===== src/rtl/vtmr_pkg.sv =====
package vtmr_pkg;

  typedef enum logic [1:0] {
    SEL_UTIL   = 2'd0,
    SEL_ITC    = 2'd1,
    SEL_MATCH  = 2'd2,
    SEL_OFFSET = 2'd3
  } regSel_e;

  // Strobes from the access checker to the datapath
  typedef struct packed {
    logic    ack;       // a request is answered next cycle
    logic    fault;     // request refused
    logic    rdGo;      // accepted read
    regSel_e rdSel;     // register to read
    logic    wrUtil;
    logic    wrItc;
    logic    wrMatch;
    logic    wrOffset;
  } ctrlStrobes_t;

endpackage


===== src/rtl/vtmr_counter.sv =====
module vtmr_counter #(
  parameter int W       = 64,
  parameter bit PRESENT = 1'b1
) (
  input  logic         clk,
  input  logic         rstN,
  input  logic         incEn,
  input  logic         load,
  input  logic [W-1:0] loadVal,
  output logic [W-1:0] count
);

  generate
    if (PRESENT) begin : g_cnt
      logic [W-1:0] cntQ;
      always_ff @(posedge clk or negedge rstN) begin
        if (!rstN)      cntQ <= '0;
        else if (load)  cntQ <= loadVal;       // write beats increment
        else if (incEn) cntQ <= cntQ + 1'b1;   // silent wrap
      end
      assign count = cntQ;
    end else begin : g_absent
      assign count = '0;
    end
  endgenerate

endmodule


===== src/rtl/vtmr_ctrl.sv =====
module vtmr_ctrl
  import vtmr_pkg::*;
#(
  parameter bit UTIL_PRESENT   = 1'b1,
  parameter bit OFFSET_PRESENT = 1'b1
) (
  input  logic         reqValid,
  input  logic [1:0]   reqSel,
  input  logic         reqWrite,
  input  logic [1:0]   reqPriv,
  input  logic         secureFlag,
  output ctrlStrobes_t strobes
);

  regSel_e sel;
  logic    privZero;
  logic    selPresent;
  logic    denyRead;
  logic    denyWrite;
  logic    refuse;
  logic    accepted;

  assign sel      = regSel_e'(reqSel);
  assign privZero = (reqPriv == 2'd0);

  always_comb begin
    unique case (sel)
      SEL_UTIL:   selPresent = UTIL_PRESENT;
      SEL_OFFSET: selPresent = OFFSET_PRESENT;
      default:    selPresent = 1'b1;
    endcase
  end

  assign denyWrite = !privZero;
  assign denyRead  = (sel == SEL_UTIL) && secureFlag && !privZero;
  assign refuse    = reqValid && selPresent && (reqWrite ? denyWrite : denyRead);
  assign accepted  = reqValid && !refuse;

  always_comb begin
    strobes          = '0;
    strobes.ack      = reqValid;
    strobes.fault    = refuse;
    strobes.rdGo     = accepted && !reqWrite;
    strobes.rdSel    = sel;
    strobes.wrUtil   = accepted && reqWrite && selPresent && (sel == SEL_UTIL);
    strobes.wrItc    = accepted && reqWrite && (sel == SEL_ITC);
    strobes.wrMatch  = accepted && reqWrite && (sel == SEL_MATCH);
    strobes.wrOffset = accepted && reqWrite && selPresent && (sel == SEL_OFFSET);
  end

endmodule


===== src/rtl/vtmr_dp.sv =====
module vtmr_dp
  import vtmr_pkg::*;
#(
  parameter int W              = 64,
  parameter bit UTIL_PRESENT   = 1'b1,
  parameter bit OFFSET_PRESENT = 1'b1
) (
  input  logic         clk,
  input  logic         rstN,
  input  ctrlStrobes_t strobes,
  input  logic [W-1:0] reqWdata,
  input  logic         vmFlag,
  input  logic         utilIncEn,
  input  logic         itcIncEn,
  output logic         rspValid,
  output logic         rspFault,
  output logic [W-1:0] rspRdata,
  output logic         matchIrq,
  output logic [W-1:0] utilCnt,
  output logic [W-1:0] itcCnt,
  output logic [W-1:0] matchReg
);

  logic [W-1:0] offsetReg;
  logic [W-1:0] guestItc;
  logic [W-1:0] rdMux;

  vtmr_counter #(.W(W), .PRESENT(UTIL_PRESENT)) u_utilCnt (
    .clk(clk), .rstN(rstN), .incEn(utilIncEn),
    .load(strobes.wrUtil), .loadVal(reqWdata), .count(utilCnt)
  );

  vtmr_counter #(.W(W), .PRESENT(1'b1)) u_itcCnt (
    .clk(clk), .rstN(rstN), .incEn(itcIncEn),
    .load(strobes.wrItc), .loadVal(reqWdata), .count(itcCnt)
  );

  always_ff @(posedge clk or negedge rstN) begin
    if (!rstN)                matchReg <= '1;
    else if (strobes.wrMatch) matchReg <= reqWdata;
  end

  generate
    if (OFFSET_PRESENT) begin : g_off
      logic [W-1:0] offQ;
      always_ff @(posedge clk or negedge rstN) begin
        if (!rstN)                 offQ <= '0;
        else if (strobes.wrOffset) offQ <= reqWdata;
      end
      assign offsetReg = offQ;
    end else begin : g_no_off
      assign offsetReg = '0;
    end
  endgenerate

  // Guest view: offset only on the read path
  assign guestItc = itcCnt + offsetReg;

  always_comb begin
    unique case (strobes.rdSel)
      SEL_UTIL:   rdMux = utilCnt;
      SEL_ITC:    rdMux = vmFlag ? guestItc : itcCnt;
      SEL_MATCH:  rdMux = matchReg;
      default:    rdMux = offsetReg;
    endcase
  end

  always_ff @(posedge clk or negedge rstN) begin
    if (!rstN) begin
      rspValid <= 1'b0;
      rspFault <= 1'b0;
      rspRdata <= '0;
      matchIrq <= 1'b0;
    end else begin
      rspValid <= strobes.ack;
      rspFault <= strobes.fault;
      rspRdata <= strobes.rdGo ? rdMux : '0;
      matchIrq <= (itcCnt == matchReg);   // raw count, never the offset
    end
  end

endmodule


===== src/rtl/vtmr_top.sv =====
module vtmr_top
  import vtmr_pkg::*;
#(
  parameter int W              = 64,
  parameter bit UTIL_PRESENT   = 1'b1,
  parameter bit OFFSET_PRESENT = 1'b1
) (
  input  logic         clk,
  input  logic         rstN,
  input  logic         reqValid,
  input  logic [1:0]   reqSel,
  input  logic         reqWrite,
  input  logic [W-1:0] reqWdata,
  input  logic [1:0]   reqPriv,
  input  logic         secureFlag,
  input  logic         vmFlag,
  input  logic         utilIncEn,
  input  logic         itcIncEn,
  output logic         rspValid,
  output logic         rspFault,
  output logic [W-1:0] rspRdata,
  output logic         matchIrq
);

  ctrlStrobes_t strobes;
  logic [W-1:0] utilCnt;
  logic [W-1:0] itcCnt;
  logic [W-1:0] matchReg;

  vtmr_ctrl #(.UTIL_PRESENT(UTIL_PRESENT), .OFFSET_PRESENT(OFFSET_PRESENT)) u_ctrl (
    .reqValid(reqValid), .reqSel(reqSel), .reqWrite(reqWrite),
    .reqPriv(reqPriv), .secureFlag(secureFlag), .strobes(strobes)
  );

  vtmr_dp #(.W(W), .UTIL_PRESENT(UTIL_PRESENT), .OFFSET_PRESENT(OFFSET_PRESENT)) u_dp (
    .clk(clk), .rstN(rstN), .strobes(strobes), .reqWdata(reqWdata),
    .vmFlag(vmFlag), .utilIncEn(utilIncEn), .itcIncEn(itcIncEn),
    .rspValid(rspValid), .rspFault(rspFault), .rspRdata(rspRdata),
    .matchIrq(matchIrq), .utilCnt(utilCnt), .itcCnt(itcCnt), .matchReg(matchReg)
  );

endmodule


===== config.mk =====
export PLATFORM = sky130hd
export DESIGN_NAME = vtmr_top
export DESIGN_NICKNAME = d
export VERILOG_FILES = /design/src/rtl/vtmr_pkg.sv /design/src/rtl/vtmr_counter.sv /design/src/rtl/vtmr_ctrl.sv /design/src/rtl/vtmr_dp.sv /design/src/rtl/vtmr_top.sv
export SDC_FILE = /design/constraint.sdc
export NUM_CORES = 1
export LEC_CHECK = 0
export BUFFER_PORTS_ARGS = -buffer_cell sky130_fd_sc_hd__buf_4
export CORE_MARGIN = 3
export CORE_UTILIZATION = 50
export CTS_CLUSTER_SIZE = 12
export DETAILED_ROUTE_END_ITERATION = 10
export GPL_ROUTABILITY_DRIVEN = 0
export PLACE_DENSITY = 0.71
export SLEW_MARGIN = 20
export SYNTH_ARGS = -nofsm -noshare
export SYNTH_HDL_FRONTEND = slang
export SYNTH_SLANG_ARGS = --single-unit

===== constraint.sdc =====
create_clock -name clk -period 3.2 [get_ports clk]
set_clock_uncertainty 0.15 [all_clocks]
set_input_delay 0 -clock clk [delete_from_list [all_inputs] [get_ports clk]]
set_output_delay 0 -clock clk [all_outputs]
set_load 0.01 [all_outputs]

* Word-level counts from Yosys, hierarchy flattened
Cells that the tools add are included.
Operators by class: add/subtract/negate cells 3, eq/ne operators 4, mux-type cells 8, reduce and logical (&&, ||, !) cells 17
Operator list (count):
- $mux 64 | 6
- $pmux 64 s3 | 1
- $add 64x1->64 const B | 2
- $add 64x64->64 | 1
- $eq 64x64->1 | 1
- $logic_and 1x1->1 | 10
- $eq 2x2->1 const B | 2
- $logic_not 2->1 | 2
- $reduce_bool 2->1 | 2
- $logic_not 1->1 | 3
- $eq 2x1->1 const B | 1
- $mux 1 | 1
Storage, ports and cells: register bits 323, output and inout port bits 67, word-level logic and storage cells 40

* Longest topological paths before layout
Gate-level depths: netlist of run 1.
depth in word-level cells 10, mapped depth 11

* Cells and area by module
Synthesis of run 1 repeated with hierarchy kept, for this count alone.
Second synthesis, totals: cells, all modules 2213, area, all modules 21201.6 µm²
By module, submodules not included:
- vtmr_dp | instances 1, cells an instance 1354, area an instance 13613.1 µm²
- vtmr_counter at u_dp.u_utilCnt | instances 1, cells an instance 422, area an instance 3748.6 µm²
- vtmr_counter at u_dp.u_itcCnt | instances 1, cells an instance 421, area an instance 3714.8 µm²
- vtmr_ctrl | instances 1, cells an instance 16, area an instance 125.1 µm²

* Worst setup path before layout of run 1
Ideal clock, no wire load.
path kind reg-to-reg, from register u_dp.u_itcCnt.g_cnt.cntQ[0], in the netlist u_dp.u_itcCnt.count[0], to register u_dp.rspRdata[62], data arrival time 3.068 ns, setup slack -0.151 ns, cell stages (with the launch flop) 12, period minus slack after synthesis 3.351 ns, cells stage by stage dfrtp_1 ha_1 fa_1 a211oi_1 o21a_1 or4_4 a31oi_4 a311o_2 a41oi_4 o21ai_2 o311ai_0 nor3_1
On the way: word-level cells in the longest chain between the ends 4
RTL lines:
- start, declared | RTL line vtmr_counter.sv:15 | logic [W-1:0] cntQ;
- start signal, assigned | RTL line vtmr_counter.sv:18 | else if (load) cntQ <= loadVal;
- start signal, assigned | RTL line vtmr_counter.sv:19 | else if (incEn) cntQ <= cntQ + 1'b1;
- $add 64x64->64 | RTL line vtmr_dp.sv:57 | assign guestItc = itcCnt + offsetReg;
- $mux 64 | RTL line vtmr_dp.sv:62 | SEL_ITC: rdMux = vmFlag ? guestItc : itcCnt;
- $pmux 64 s3 | RTL line vtmr_dp.sv:60 | unique case (strobes.rdSel)
- $mux 64 | RTL line vtmr_dp.sv:77 | rspRdata <= strobes.rdGo ? rdMux : '0;
- end signal, assigned | RTL line vtmr_dp.sv:77
- end, declared | RTL line vtmr_dp.sv:17 | output logic [W-1:0] rspRdata,
No other way between the ends. A chain may end at the register's enable or synchronous reset.

* Final worst setup path of run 1
from register u_dp.g_off.offQ[0], to register u_dp.rspRdata[60]
On the way: word-level cells in the longest chain between the ends 4
RTL lines:
- start, declared | RTL line vtmr_dp.sv:45 | logic [W-1:0] offQ;
- start signal, assigned | RTL line vtmr_dp.sv:48 | else if (strobes.wrOffset) offQ <= reqWdata;
- $add 64x64->64 | RTL line vtmr_dp.sv:57
- $mux 64 | RTL line vtmr_dp.sv:62
- $pmux 64 s3 | RTL line vtmr_dp.sv:60
- $mux 64 | RTL line vtmr_dp.sv:77
No other way between the ends.

==> flow_metrics.tcl, run 1 <==
set metrics [dict create \
    overflow 0 \
    final_layout_size_suffix_gt1_share_pct 26.1 \
    status "finished, violations left" \
    path_clk_slew_ns 0.06 \
    drtAntennaViolNets 0 \
    grt_pass1_wl_mm 111 \
    syn_area_um2 20700 \
    max_clock_freq_ghz 0.303 \
    drt-initial-drc-count 2308 \
    cts_buffer_depth 3 \
    cp.required_ns 3.45 \
    setup_viol 4 \
    cts_tree "done" \
    power_leakage_nw 11.5 \
    ys_ff_latch 323 \
    r2r-start "u_dp.g_off.offQ[0]" \
    synth_simple_gate_area_share_pct 15.3 \
    layout_worst_path_cycle_share_pct 103 \
    die_area_um2 43800 \
    crit_type "flop to flop" \
    p_sw_mw 6.96 \
    post_synth.cell_area_avg_um2 9.29 \
    worstSetupStartpoint "u_dp.g_off.offQ[0]" \
    slew_viol_final 0 \
    antenna_found_initial 4 \
    pre_cts_ws_ns -0.127 \
    pwr-share-comb_pct 42.3 \
    ys.warnings.count 0 \
    num-nets-final 2664 \
    portBuffers 142 \
    die-height_um 209 \
    grt_pass1_vias 19100 \
    finalNonFillerCells 3078 \
    async_flop_share_pct 100 \
    relSlewSlack_pct 35.2 \
    synthTopCellsByArea "dfrtp_1 (31%), dfstp_2 (8.1%), mux2_2 (7.9%), a21oi_1 (6.5%), xor2_1 (6.1%)" \
    hpwl_mm 51.2 \
    hp-class "input pin to flop" \
    switching_share_pct 38.5 \
    cts_buffers 39 \
    postSynthCellCount 2226 \
    hp-start "secureFlag" \
    rsz0062_at_grt "yes" \
    fin_crit_ns 3.30 \
    start_util_pct 51.4 \
    via_count 19400 \
    synthAdderAreaFrac_pct 4.03 \
    cts-root-buf "clkbuf_16" \
    ioPinCount 143 \
    synth.most_common_cell "a21oi_1" \
    worst-slew-pin-transition_ns 0.972 \
    powerDensity_nw_per_um2 704 \
    dr.pass1.iters 9 \
    synth_nets 2368 \
    num_rows 73 \
    wirelength_mm 72.3 \
    synth_xor_area_share_pct 10.1 \
    power_frac_clock_pct 24.8 \
    finalHoldViolCount 0 \
    insertion_delay_ns 0.56 \
    drt-vias-per-instance 6.31 \
    fp.dieW_um 209 \
    drc_errors 0 \
    ir_worst_vdd_mv 0.509 \
    fin_util_pct 63.8 \
    yosysSeqAreaShare_pct 39.5 \
    dp.cells 2922 \
    cp.arrival_ns 3.56 \
    cts_sinks 323 \
    synth_top_area_share_pct 31.3 \
    critPathMaxFanout 3 \
    synth-compound-area-share_pct 16.3 \
    core-area_um2 40300 \
    sequentialPowerShare_pct 33.0 \
    worst_slack_ns -0.104 \
    n_fill_cell 3261 \
    synth_commonest_cells "a21oi_1 (269), dfrtp_1 (259), nor2_1 (241)" \
    synthFlopType "dfrtp_1" \
    max_cap_viol_count 0 \
    cts_max_level 2 \
    grt_use_total_pct 32.1 \
    p_int_mw 11.1 \
    violations "setup timing" \
    startpoint_type "flop" \
    grt_max_degree 91 \
    synth_top_family_by_area "compound AO/OA/AOI/OAI gates" \
    synthMuxAreaShare_pct 11.7 \
    synth_edf_count 0 \
    wl_per_cell_um 23.5 \
    ys_types 73 \
    cp-end-kind "flop" \
    yosysTopAreaCell "dfrtp_1" \
    syn2layout_area_growth_pct 24.2 \
]
[power by group through the flow]
| stage | sequential [mW] | clock, mW | combinational, mW |
|---|---|---|---|
| floorplan | 5.82 | 0 | 4.46 |
| global placement | 5.90 | 0 | 6.87 |
| detailed placement | 5.95 | 0 | 7.01 |
| CTS | 5.91 | 4.52 | 7.22 |
| global route | 6.06 | 4.68 | 8.18 |
| finish | 5.97 | 4.48 | 7.65 |
[critical path, stage by stage (launching register included)]
cell,delay [ns]
dfrtp_1,0.41
ha_4,0.18
fa_2,0.37
a211oi_2,0.27
buf_4,0.14
o211ai_1,0.11
nand4_1,0.22
nand4_1,0.23
a31o_4,0.34
a21oi_2,0.15
buf_4,0.16
o211ai_1,0.12
xnor2_1,0.19
a31oi_1,0.10
[sequential cells by signal, summed over array words and instances (netlist names)]
name and count:
u_dp.u_utilCnt.count 64, u_dp.matchIrq 1, u_dp.g_off.offQ 64, u_dp.matchReg 64
u_dp.rspRdata 64, u_dp.rspValid 1, u_dp.rspFault 1, u_dp.u_itcCnt.count 64
[logic make-up (layout without fill, tap and decap cells)]
kind of cell	Yosys count	after routing
buffers and inverters	168	494
adders and majority gates	66	66
muxes	204	204
and+or+nand+nor	667	667
xor gates and xnor gates	239	239
other	0	1
AOI/OAI and AO/OA	559	559
DFF	323	323
[repair_timing]
| action | 4_1_cts | 5_1_grt |
|---|---|---|
| pin swaps | 4 | 22 |
| setup endpoints to repair | 11 | 36 |
| resized for setup | 4 | 50 |
| hold endpoints to repair | 537 | 0 |
| hold buffers | 77 | 0 |
| buffers inserted | 3 | 4 |
[layout make-up]
cell class                 count  area [um2]  share of cell area (%)
antenna                        1        2.50                 0.00974
multi-input combinational   1735       12200                    47.5
inverter                      31         116                   0.453
timing repair buffer         392        3280                    12.8
clock inverter                13         125                   0.487
tap                          525         657                    2.56
clock buffer                  58        1150                    4.48
sequential                   323        8160                    31.8
[worst paths after layout]
kind | endpoint | slack [ns] | cells after the start
max in group asynchronous | u_dp.matchReg[20] | 1.66 | 4
min reg2reg | u_dp.g_off.offQ[9] | 0.39 | 1
min | u_dp.rspRdata[48] | 0.09 | 4
min in group asynchronous | u_dp.rspRdata[62] | 0.42 | 3
max reg2reg | u_dp.rspRdata[60] | -0.10 | 13
max | u_dp.rspRdata[60] | -0.10 | 13
[stage by stage]
stage / setup TNS, ns / total power, mW / hold WS, ns / cell area [um2]
after CTS: -0.0152 / 17.7 / 0.0452 / 25400
final: -0.239 / 18.1 / 0.0893 / 25700
after global routing: -0.905 / 18.9 / 0.0951 / 25700
after detailed placement: -0.543 / 13.0 / -0.0453 / 23300
after floorplan: 0 / 10.3 / -0.446 / 20700
after global placement: -0.217 / 12.8 / -0.0480 / 23300
[routing by layer]
layer	up-vias	GRT usage, %	routed length, um
li1	8574	-	-
met1	9427	43.9	29000
met2	1144	48.8	31400
met3	266	7.16	7730
met4	4	14.8	4040
met5	-	0	27
[placed cells by master (no fill, tap or decap), drive strengths merged, types with 9 or more instances in the layout]
cell type    instances
buf                316
a21oi              269
dfrtp              259
nor2               241
nand2              150
xor2               145
mux2               145
o21ai              101
xnor2               94
dlygate4sd3         76
ha                  65
dfstp               64
nand3               63
nand4               61
a21o                58
clkbuf              58
mux2i               43
and3                32
inv                 29
and2                29
nor4                26
nor3                23
a31oi               20
o221ai              18
mux4                16
clkinv              12
o211ai              11
o21bai              11
a221oi               9
Power figures use the tool's default switching activity.
==> inputs of run 2 (changes only) <==
--- a/config.mk
+++ b/config.mk
@@ -5,7 +5,7 @@
 export SDC_FILE = /design/constraint.sdc
 export NUM_CORES = 1
 export LEC_CHECK = 0
-export BUFFER_PORTS_ARGS = -buffer_cell sky130_fd_sc_hd__buf_4
+export BUFFER_PORTS_ARGS = -buffer_cell sky130_fd_sc_hd__buf_2
 export CORE_MARGIN = 3
 export CORE_UTILIZATION = 50
 export CTS_CLUSTER_SIZE = 12
==> flow_metrics.tcl, run 2 (synthesis results as in run 1) <==
set metrics [dict create \
    status "finished, violations left" \
    violations "setup timing" \
    p_sw_mw 6.91 \
    path_buf_inv 1 \
    grt-busiest-layer "met2" \
    n_fill_cell 3240 \
    finalNonFillerCells 3085 \
    use_met3_pct 7.74 \
    layout_worst_path_cycle_share_pct 101 \
    overflow 0 \
    regArea_um2 8160 \
    wirelength_mm 72.6 \
    drt-initial-drc-count 2113 \
    fin_util_pct 63.3 \
    final_cell_mix "a21oi_1 (264), dfrtp_1 (259), nor2_1 (239)" \
    final_area_um2 25500 \
    finalPower_mw 18.2 \
    setup_viol 5 \
    power_leakage_nw 11.5 \
    tns_ns -0.0606 \
    cts_sinks 323 \
    syn2layout_area_growth_pct 23.3 \
    ioPinCount 143 \
    p_int_mw 11.3 \
    slowest_stage "mux4_2" \
    cts_buffer_depth 3 \
    place_area_um2 23000 \
    path_clk_slew_ns 0.06 \
    multi_input_area_um2 12200 \
    cp.arrival_ns 3.52 \
    grt_max_degree 85 \
    worst_slack_ns -0.0210 \
    slew_viol_final 0 \
    ir_worst_vdd_mv 0.490 \
    drt-vias-per-instance 6.31 \
    powerDensity_nw_per_um2 715 \
    grt_pass1_vias 19200 \
    die-height_um 209 \
    max_clock_freq_ghz 0.310 \
    startpoint_type "flop" \
    max_cap_viol_count 0 \
    sequentialPowerShare_pct 32.6 \
    crit_chain "ha_2 -> fa_2 -> a211oi_2 -> o21a_1 -> o21ai_0 -> a31oi_1 -> buf_4 -> xnor2_1 -> mux2_2 -> mux4_2 -> and2_1" \
    die_area_um2 43800 \
    crit_type "flop to flop" \
    dr.pass1.iters 6 \
    grt_use_total_pct 32.2 \
    num_rows 73 \
    hp-class "input pin to flop" \
    met1_usage_pct 43.2 \
    fin_crit_ns 3.22 \
    cts-root-buf "clkbuf_16" \
    relSlewSlack_pct 42.5 \
    drtAntennaViolNets 0 \
    grt_pass1_wl_mm 111 \
    cts_max_level 2 \
    num-nets-final 2673 \
    start_util_pct 51.4 \
    via_count 19500 \
    wl_per_cell_um 23.5 \
    power_frac_clock_pct 25.8 \
    critPathMaxFanout 3 \
    cts_tree "done" \
    rsz0062_at_grt "yes" \
    dp.cells 2927 \
    switching_share_pct 37.9 \
    worst-slew-pin-transition_ns 0.860 \
    finalHoldViolCount 0 \
    pwr-share-comb_pct 41.6 \
    final_layout_size_suffix_gt1_share_pct 26.5 \
    insertion_delay_ns 0.57 \
    cts_buffers 38 \
    max_stage_delay_ns 0.48 \
    antenna_found_initial 1 \
    layout_commonest_cell "a21oi_1" \
    portBuffers 142 \
    cp-end-kind "flop" \
    holdWs_ns 0.104 \
    core-area_um2 40300 \
    path_delay_family "compound AO/OA/AOI/OAI gates" \
    fp.dieW_um 209 \
    drc_errors 0 \
    use_met2_pct 49.2 \
    hpwl_mm 51.5 \
    n_antenna_cell 0 \
    cp.required_ns 3.49 \
    pre_cts_ws_ns -0.150 \
]
==> run 2: cell types whose count changed in the layout (fill, tap and decap cells not counted), sizes merged <==
cell         previous run  this run
buf                   316       323
bufinv                  2         5
clkbuf                 58        56
clkinv                 12         9
clkinvlp                1         0
diode                   1         0
dlygate4sd3            76        79
inv                    29        30
==> run 2: worst paths after layout <==
check	start	to	depth (start not counted)	slack, ns
setup / recovery	u_dp.g_off.offQ[0]	u_dp.rspRdata[10]	11	-0.02
hold reg to reg	u_dp.g_off.offQ[27]	u_dp.g_off.offQ[27]	1	0.39
max in group asynchronous	rstN	u_dp.matchReg[44]	4	1.88
setup reg to reg	u_dp.g_off.offQ[0]	u_dp.rspRdata[10]	11	-0.02
min in group asynchronous	rstN	u_dp.matchReg[59]	3	0.50
hold / removal	reqWdata[26]	u_dp.g_off.offQ[26]	3	0.10
==> run 2: cell type report <==
class | count | area share [%]
clock buffer | 56 | 4.52
clock inverter | 13 | 0.746
inverter | 31 | 0.456
multi-input combinational | 1735 | 47.9
sequential | 323 | 32.0
tap | 525 | 2.58
timing repair buffer | 402 | 11.8
==> run 2: worst register-to-register path: cells and delay by family (launching register included) <==
kind                     cells  cell delay, ns
AO/OA/AOI/OAI                4            0.83
buffers and inverters        1            0.16
AND/OR/NAND/NOR              1            0.17
multiplexers                 2            0.77
flip-flops                   1            0.40
XOR/XNOR                     1            0.05
adder cells (fa/ha/maj)      2            0.57
==> run 2: layer usage <==
layer	wire [um]	share of wire (%)	vias to the layer above
li1	-	-	8594
met1	28700	39	9415
met2	31800	44	1203
met3	8070	11	262
met4	4140	5.7	0
met5	0	0	-
==> run 2: power groups by stage <==
stage	logic, mW	registers (mW)	clock network, mW
6_report	7.59	5.93	4.71
3_5_place_dp	6.94	5.93	0
2_1_floorplan	4.46	5.82	0
4_1_cts	7.16	5.89	4.74
5_1_grt	8.13	6.03	4.90
3_3_place_gp	6.80	5.88	0
==> run 2: timing repair <==
action,in CTS,in global routing
resized for setup,7,49
hold buffers,80,0
buffers inserted,1,8
endpoints found under the hold margin,551,0
setup endpoints to repair,16,41
pin swaps,5,25
